### config.mk
export PLATFORM = sky130hd
export DESIGN_NAME = tcmp_unit
export DESIGN_NICKNAME = d
export VERILOG_FILES = /design/src/rtl/tcmp_pkg.sv /design/src/rtl/tcmp_mode_ctl.sv /design/src/rtl/tcmp_write_fan.sv /design/src/rtl/tcmp_read_fold.sv /design/src/rtl/tcmp_unit.sv
export SDC_FILE = /design/constraint.sdc
export NUM_CORES = 1
export LEC_CHECK = 0
export ABC_AREA = 1
export BUFFER_PORTS_ARGS = -buffer_cell sky130_fd_sc_hd__buf_4
export CORE_AREA = 8 8 45 47
export DETAILED_ROUTE_END_ITERATION = 16
export DIE_AREA = 0 0 53 55
export HOLD_SLACK_MARGIN = 0.08
export PLACE_DENSITY = 0.81
export SLEW_MARGIN = 10
export SYNTH_ARGS = -nofsm -noshare
export SYNTH_HDL_FRONTEND = slang
export SYNTH_SLANG_ARGS = --single-unit
### constraint.sdc
create_clock -name clk -period 1.3 [get_ports clk]
set_clock_uncertainty 0.15 [all_clocks]
set_input_delay 0.26 -clock clk [delete_from_list [all_inputs] [get_ports clk]]
set_output_delay 0.26 -clock clk [all_outputs]
set_load 0.02 [all_outputs]
### src/rtl/tcmp_pkg.sv
package tcmp_pkg;

  typedef enum logic [1:0] {
    CYC_ACCESS   = 2'b00,
    CYC_ROW_ONLY = 2'b01,
    CYC_CBR      = 2'b10,
    CYC_WE_CBR   = 2'b11
  } cyc_kind_t;

  // Cycles that take the row from the internal refresh counter
  function automatic logic uses_row_counter(input cyc_kind_t k);
    return (k == CYC_CBR) || (k == CYC_WE_CBR);
  endfunction

  // Mode after a strobed cycle of kind k when the present mode is cur
  function automatic logic mode_after(input cyc_kind_t k, input logic cur);
    case (k)
      CYC_WE_CBR:           return 1'b1;
      CYC_CBR, CYC_ROW_ONLY: return 1'b0;
      default:              return cur;
    endcase
  endfunction

endpackage

### src/rtl/tcmp_mode_ctl.sv
module tcmp_mode_ctl
  import tcmp_pkg::*;
(
  input  logic      clk,
  input  logic      rst_n,
  input  logic      cyc_valid,
  input  cyc_kind_t cyc_kind,
  output logic      test_mode,
  output logic      counter_refresh
);

  logic mode_q;
  logic mode_d;

  always_comb begin
    mode_d = mode_q;
    if (cyc_valid) mode_d = mode_after(cyc_kind, mode_q);
  end

  always_ff @(posedge clk or negedge rst_n) begin
    if (!rst_n) mode_q <= 1'b0;
    else        mode_q <= mode_d;
  end

  assign test_mode       = mode_q;
  assign counter_refresh = cyc_valid && uses_row_counter(cyc_kind);

  assert_enter_test_R6: assert property (@(posedge clk) disable iff (!rst_n)
    (cyc_valid && cyc_kind == CYC_WE_CBR) |=> test_mode);

  assert_exit_normal_R7: assert property (@(posedge clk) disable iff (!rst_n)
    (cyc_valid && (cyc_kind == CYC_CBR || cyc_kind == CYC_ROW_ONLY)) |=> !test_mode);

  assert_hold_mode_R8: assert property (@(posedge clk) disable iff (!rst_n)
    (!cyc_valid || cyc_kind == CYC_ACCESS) |=> $stable(test_mode));

  assert_counter_in_test_R9: assert property (@(posedge clk) disable iff (!rst_n)
    (test_mode && cyc_valid && cyc_kind == CYC_WE_CBR) |-> counter_refresh);

endmodule

### src/rtl/tcmp_write_fan.sv
module tcmp_write_fan #(
  parameter int PINS = 4,
  parameter int WAYS = 2,
  localparam int SEL_W = (WAYS > 1) ? $clog2(WAYS) : 1,
  localparam int BITS  = PINS * WAYS
) (
  input  logic             clk,
  input  logic             rst_n,
  input  logic             test_mode,
  input  logic             wr_en,
  input  logic [SEL_W-1:0] col_sel,
  input  logic [PINS-1:0]  pin_wdata,
  output logic [BITS-1:0]  arr_wdata,
  output logic [BITS-1:0]  arr_wmask
);

  // One internal bit is written when its way is picked, or all in test mode
  function automatic logic way_hit(input logic tm, input logic [SEL_W-1:0] sel,
                                   input int way);
    return tm || (int'(sel) == way);
  endfunction

  for (genvar p = 0; p < PINS; p++) begin : g_pin
    for (genvar w = 0; w < WAYS; w++) begin : g_way
      assign arr_wdata[p*WAYS + w] = pin_wdata[p];
      assign arr_wmask[p*WAYS + w] = wr_en && way_hit(test_mode, col_sel, w);
    end
  end

  assert_test_fill_R4: assert property (@(posedge clk) disable iff (!rst_n)
    (wr_en && test_mode) |-> (&arr_wmask));

  assert_normal_single_R2: assert property (@(posedge clk) disable iff (!rst_n)
    (wr_en && !test_mode) |-> ($countones(arr_wmask) == PINS));

  assert_idle_mask_R10: assert property (@(posedge clk) disable iff (!rst_n)
    !wr_en |-> (arr_wmask == '0));

endmodule

### src/rtl/tcmp_read_fold.sv
module tcmp_read_fold #(
  parameter int PINS = 4,
  parameter int WAYS = 2,
  localparam int SEL_W = (WAYS > 1) ? $clog2(WAYS) : 1,
  localparam int BITS  = PINS * WAYS
) (
  input  logic             clk,
  input  logic             rst_n,
  input  logic             test_mode,
  input  logic [SEL_W-1:0] col_sel,
  input  logic [BITS-1:0]  arr_rdata,
  output logic [PINS-1:0]  pin_rdata
);

  // 1 when every stored copy of one pin holds the same value
  function automatic logic ways_agree(input logic [WAYS-1:0] s);
    return (s == '0) || (s == '1);
  endfunction

  for (genvar p = 0; p < PINS; p++) begin : g_pin
    logic [WAYS-1:0] slice;
    logic            agree;
    logic            picked;
    assign slice  = arr_rdata[p*WAYS +: WAYS];
    assign agree  = ways_agree(slice);
    assign picked = slice[col_sel];
    assign pin_rdata[p] = test_mode ? agree : picked;
  end

  assert_fold_uniform_R5: assert property (@(posedge clk) disable iff (!rst_n)
    (test_mode && (arr_rdata == '0 || arr_rdata == '1)) |-> (&pin_rdata));

endmodule

### src/rtl/tcmp_unit.sv
module tcmp_unit
  import tcmp_pkg::*;
#(
  parameter int PINS = 4,
  parameter int WAYS = 2,
  localparam int SEL_W = (WAYS > 1) ? $clog2(WAYS) : 1,
  localparam int BITS  = PINS * WAYS
) (
  input  logic             clk,
  input  logic             rst_n,
  input  logic             cyc_valid,
  input  logic [1:0]       cyc_kind,
  output logic             counter_refresh,
  output logic             test_mode,
  input  logic [SEL_W-1:0] col_lsb,
  input  logic             wr_en,
  input  logic [PINS-1:0]  pin_wdata,
  output logic [BITS-1:0]  arr_wdata,
  output logic [BITS-1:0]  arr_wmask,
  input  logic [BITS-1:0]  arr_rdata,
  output logic [PINS-1:0]  pin_rdata
);

  cyc_kind_t kind;
  logic      mode_now;

  assign kind      = cyc_kind_t'(cyc_kind);
  assign test_mode = mode_now;

  tcmp_mode_ctl u_mode (
    .clk             (clk),
    .rst_n           (rst_n),
    .cyc_valid       (cyc_valid),
    .cyc_kind        (kind),
    .test_mode       (mode_now),
    .counter_refresh (counter_refresh)
  );

  tcmp_write_fan #(.PINS(PINS), .WAYS(WAYS)) u_wr (
    .clk       (clk),
    .rst_n     (rst_n),
    .test_mode (mode_now),
    .wr_en     (wr_en),
    .col_sel   (col_lsb),
    .pin_wdata (pin_wdata),
    .arr_wdata (arr_wdata),
    .arr_wmask (arr_wmask)
  );

  tcmp_read_fold #(.PINS(PINS), .WAYS(WAYS)) u_rd (
    .clk       (clk),
    .rst_n     (rst_n),
    .test_mode (mode_now),
    .col_sel   (col_lsb),
    .arr_rdata (arr_rdata),
    .pin_rdata (pin_rdata)
  );

  assert_mode_quiet_R1: assert property (@(posedge clk) disable iff (!rst_n)
    !cyc_valid |=> $stable(test_mode));

endmodule

[Yosys cells after proc, flatten, opt, wreduce, memory -nomap -nowiden]
Index checks and enable logic that the tools add are counted.
Storage, ports and cells
  bits of input ports: 19
  register bits: 1
  output and inout port bits: 22
  logic and storage cells: 40
Operators by class
  $lt $le $gt $ge: 1
  bitwise operators: 1
  eq/ne operators: 7
  multiplexer cells: 13
  reduce and logical (&&, ||, !) cells: 17
Operator list (count)
  == test 2 bit, second input constant: 6
  two-way mux 1 bit: 12
  logical NOT 2 bit: 4
  logical OR 1 bit: 7
  logical AND 1 bit: 3
  == test 2 x 1 -> 1 bit, second input constant: 1
  less-than comparator 1 x 2 -> 1 bit, second input constant: 1
  case mux 1 bit (2 select lines): 1
  AND reduction 2 bit: 1
  nonzero test 2 bit: 1
  OR reduction 2 bit: 1
  inverter 1 bit: 1

[Depth between registers and ports, before layout]
  depth in word-level cells: 4
  gate-level depth with buffers: 6
  mapped depth without buffers: 6

[Modules after synthesis]
From an unflattened synthesis, not the netlist that was laid out.
Unflattened totals
  cell total of the unflattened synthesis: 78
  area, all modules: 402.9 µm²
By module, submodules not included
  tcmp_read_fold: times used 1, cells each 46, area an instance 172.7 µm², sequential area each 0.0 µm²
  tcmp_write_fan: times used 1, cells each 19, area an instance 128.9 µm², sequential area each 0.0 µm²
  tcmp_mode_ctl: times used 1, cells each 13, area an instance 101.3 µm², sequential area each 25.0 µm²

[Worst setup path after synthesis]
No wires, ideal clock.
  kind: reg-to-output
  start point: register u_mode.mode_q (netlist: u_mode.test_mode)
  end point: output port arr_wmask[3]
  slack: -0.467 ns
  arrival: 1.357 ns
  cell stages (with the launch flop): 4
  data required time: 0.890 ns
  path buffers: 1
  cells stage by stage: dfrtp_1 -> inv_2 -> a21oi_1 -> buf_4
On the way
  longest elaborated chain between the ends: 2
RTL lines
  start: declaration: line tcmp_mode_ctl.sv:12  | logic mode_q;
  start signal: assignment: line tcmp_mode_ctl.sv:22  | else mode_q <= mode_d;
  logical OR 1 bit
  logical AND 1 bit
  end: declaration: line tcmp_unit.sv:19  | output logic [BITS-1:0] arr_wmask,
No other way between the ends.

[Worst setup path after layout]
  start point: input port cyc_kind[0]
  end point: output port counter_refresh
On the way
  longest elaborated chain between the ends: 3
  elaborated cells on any way between the ends: 4
  those cells by class: 2 x eq/ne; 2 x reduce/logical
RTL lines
  start: declaration: line tcmp_unit.sv:12  | input logic [1:0] cyc_kind,
  == test 2 bit: line tcmp_pkg.sv:12  | return (k == CYC_CBR) || (k == CYC_WE_CBR);
  logical OR 1 bit *: line tcmp_pkg.sv:12
  logical AND 1 bit *: line tcmp_mode_ctl.sv:26  | assign counter_refresh = cyc_valid && uses_row_counter(cyc_kind);
  end: declaration: line tcmp_unit.sv:13  | output logic counter_refresh,
Mark *: on every way between the ends. The rest lies on a longest branch, timed or not.

==> summary.md <==
In this run the count of I/O pins placed on the die edge is 41. For this run, the leading register cell type out of synthesis is dfrtp_1. The logs give 0.85 ns for the signal arrival time at the worst endpoint and 2 for the length of the first detailed-routing pass in iterations. In this run, the number of DRC markers left after iteration 0 of detailed routing was 4.

The number of endpoints with negative hold slack in the final report was 0. The slowest stage of the critical path belongs to the cell o21a_1. After synthesis, flip-flops and latches occupy 6.49% of the total area. The max-slew violation total from the final report came out at 0.

The routed design has 1050 microns of wire. By count the netlist is led by 38 x nand2_1, 14 x buf_4, 12 x inv_1. The average instance in the mapped netlist occupies 5.21 sq um.

Synthesis instantiated 9 different standard cells from the library. The placeable core region is 1380 sq um, and the flip-flop count of the largest register, all copies and words added is 1. Registers take 26.3 sq um. The Yosys step of the flow raised 0 warnings. Setup violations remaining at the end of the flow were counted as 0. Along the worst hold path, the cell count comes to 0.

Maximum fanout along the worst path: 2. The net count of the finished layout was 113. The number of global-route vias before repair came out at 372. Counting both buffers and inverters, the worst setup path holds a total of 3. Async set-reset flop share out of synthesis: 100%.

The flop and latch count out of synthesis was 1. Power spread over the standard cell area amounts to 578 nW/um^2. STA classifies the critical path startpoint as a primary input. For the maximum number of pins on one net before global-route repair, the log shows 8. The global-route wire length before repair came out at 1490 microns. Routability-driven placement finished with a final weighted congestion of 0.709. The area share of the leading cell type in the synthesized netlist was 37.0%; the post-synth net total was 96. The logs give 0 for the count of antenna-violating nets left after detailed routing and 88.8% for the max-slew headroom at the worst pin. The tools report the clock insertion delay at the later pin of the skew report as 0 ns. In this run the core area contains 14 standard-cell rows. Count of cells along the worst register-to-register path: 2.

The maximum cell stage delay along the critical path came out at 0.18 ns. The path class of the tightest hold or removal check is in -> out. Summed over all cells, the static leakage comes to 0.364 nW.

The pin slew with the least headroom to its limit works out to 0.168 ns. Worst path required time: 0.89 ns. Setup repair after global routing left no endpoint under its margin. The synthesized design contains 0 enable-type register cells.

From synthesis to final layout, the design area changed by 48.1%. The synthesized instance count is 74. For hold timing, the worst endpoint is arr_wdata[4]. Derived from the worst setup path, the maximum achievable clock frequency is 792 MHz. The synthesized netlist occupies a cell area of 385 sq um. nand2_1 takes more of the synthesized area than any other cell. The filler cells instantiated in the layout total 155.

The run gives 0 as the final global-route overflow total. The tools report the endpoint of the worst register-to-register path as u_mode.test_mode. The largest delay contributor family on the critical path was buffers and inverters.

Traced cell by cell, the critical path runs through buf_4 > inv_2 > ha_4 > o21a_1 > buf_6. Startpoint of the lowest-slack register-to-register path: u_mode.test_mode. In this run the horizontal extent of the chip is 53 microns. The half-perimeter wire length after detailed placement is 928 microns, and the post-detailed-route via-to-cell ratio is 4.13. After routing, the total negative slack on setup checks comes to 0 ns.

The tools report the initial antenna violation count as 0. In this run the most critical hold path is launched from pin_wdata[2]. The run gives 0 as the number of antenna cells inserted. Summing all multi-input logic gate instances after layout gives 240 sq um. After layout, the worst path uses 97.1% of the clock period.

The average wire per standard cell was 10.0 microns. Among all cell types in the netlist, the one instantiated most often is nand2_1. The post-detailed-route DRC marker count is 0, and the final hold slack is 0.370 ns. The via total after detailed routing is 434, and the largest vdd supply drop is 0.243 mV.

The die covers 2920 sq um. Across the run, the number of max-cap violations was 0. STA classifies the critical path endpoint as a primary output.

The overall routing resource usage was 6.32%. The run gives 0.43 ns as the flop-to-flop setup slack. The run finished with clean final reports. Subtracting the final worst setup slack from the clock period gives 1.26 ns. The run gives 27.8% as the initial cell density of the core.

Of the cells placed in the final design, the portion with a size suffix greater than 1 is 40.4%. Sorting the synthesized cells by area gives the leading types as nand2_1 37%, buf_4 27%, inv_1 12%, ha_1 9.7%, dfrtp_1 6.5%. The critical path is of the in -> out type. The die boundary height came out at 55 microns. During placement, the flow inserted port buffers numbering 28.
[area by class of cell]
class,instances,area share (%)
multi-input cells,45,42.1
flip-flops and latches,1,4.61
inverters,14,10.5
repair buffers,29,39.3
well taps,16,3.51
[cells by family after synthesis]
family	synth area share [%]
AO/OA/AOI/OAI	5.84
AND/OR/NAND/NOR	37.0
buffers and inverters	40.9
flip-flops	6.49
adder cells (fa/ha/maj)	9.74
[how the worst max path moves through the flow]
| stage | startpoint | to | slack [ns] | depth (start not counted) |
|---|---|---|---|---|
| 6_report | cyc_kind[0] | counter_refresh | 0.04 | 5 |
| 5_1_grt | u_mode.test_mode | arr_wmask[3] | 0.003 | 3 |
| 4_1_cts | cyc_kind[0] | counter_refresh | 0.003 | 5 |
| 3_5_place_dp | cyc_kind[0] | counter_refresh | -0.02 | 5 |
| 3_3_place_gp | cyc_kind[0] | counter_refresh | 0.01 | 5 |
| 2_1_floorplan | u_mode.test_mode | arr_wmask[3] | -0.08 | 3 |
[placed cells by master (no fill, tap or decap)]
master         count
nand2_1           38
buf_4             27
inv_1             11
a21oi_4            2
inv_2              1
o21a_1             1
inv_6              1
inv_4              1
o21ai_0            1
ha_1               1
ha_4               1
ha_2               1
dlygate4sd3_1      1
buf_6              1
dfrtp_2            1
[routing by layer]
metal	track usage (%)	routed length (microns)	vias up
met1	4.83	375	181
met4	0.862	0	0
met2	12.9	481	19
li1	-	-	234
met3	4.28	194	0
met5	0	0	-
[worst reg2reg max path, delay by kind of cell, from the launching register on]
family | cells | cell delay (ns)
AOI/OAI and AO/OA | 1 | 0.07
DFF | 1 | 0.44
and+or+nand+nor | 1 | 0.08
[metrics by stage]
| step | instance area [sq um] | std cells | utilization [%] | setup WS, ns | total power, mW |
|---|---|---|---|---|---|
| after floorplan | 423 | 74 | - | -0.0778 | 0.255 |
| after global placement | 537 | 104 | 38.8 | 0.0124 | 0.320 |
| after detailed placement | 537 | 104 | 38.8 | -0.0164 | 0.326 |
| after CTS | 549 | 105 | 39.7 | 0.00330 | 0.329 |
| after global routing | 571 | 105 | 41.2 | 0.00252 | 0.354 |
| final | 571 | 105 | 41.2 | 0.0375 | 0.330 |
[report_power, final]
group          total (mW)  switching [mW]  leakage, nW  internal, mW
Combinational       0.281           0.156        0.353         0.125
Clock                   0               0            0             0
Sequential         0.0491          0.0118       0.0111        0.0372
Total               0.330           0.168        0.364         0.162
[timing repair]
item | 4_1_cts | 5_1_grt
endpoints found under the setup margin | 1 | 5
setup buffers | 0 | 0
pin swaps | 0 | 1
gates resized for setup | 1 | 6
endpoints found under the hold margin | 1 | 0
hold buffers | 1 | 0
Power figures use the tool's default switching activity.
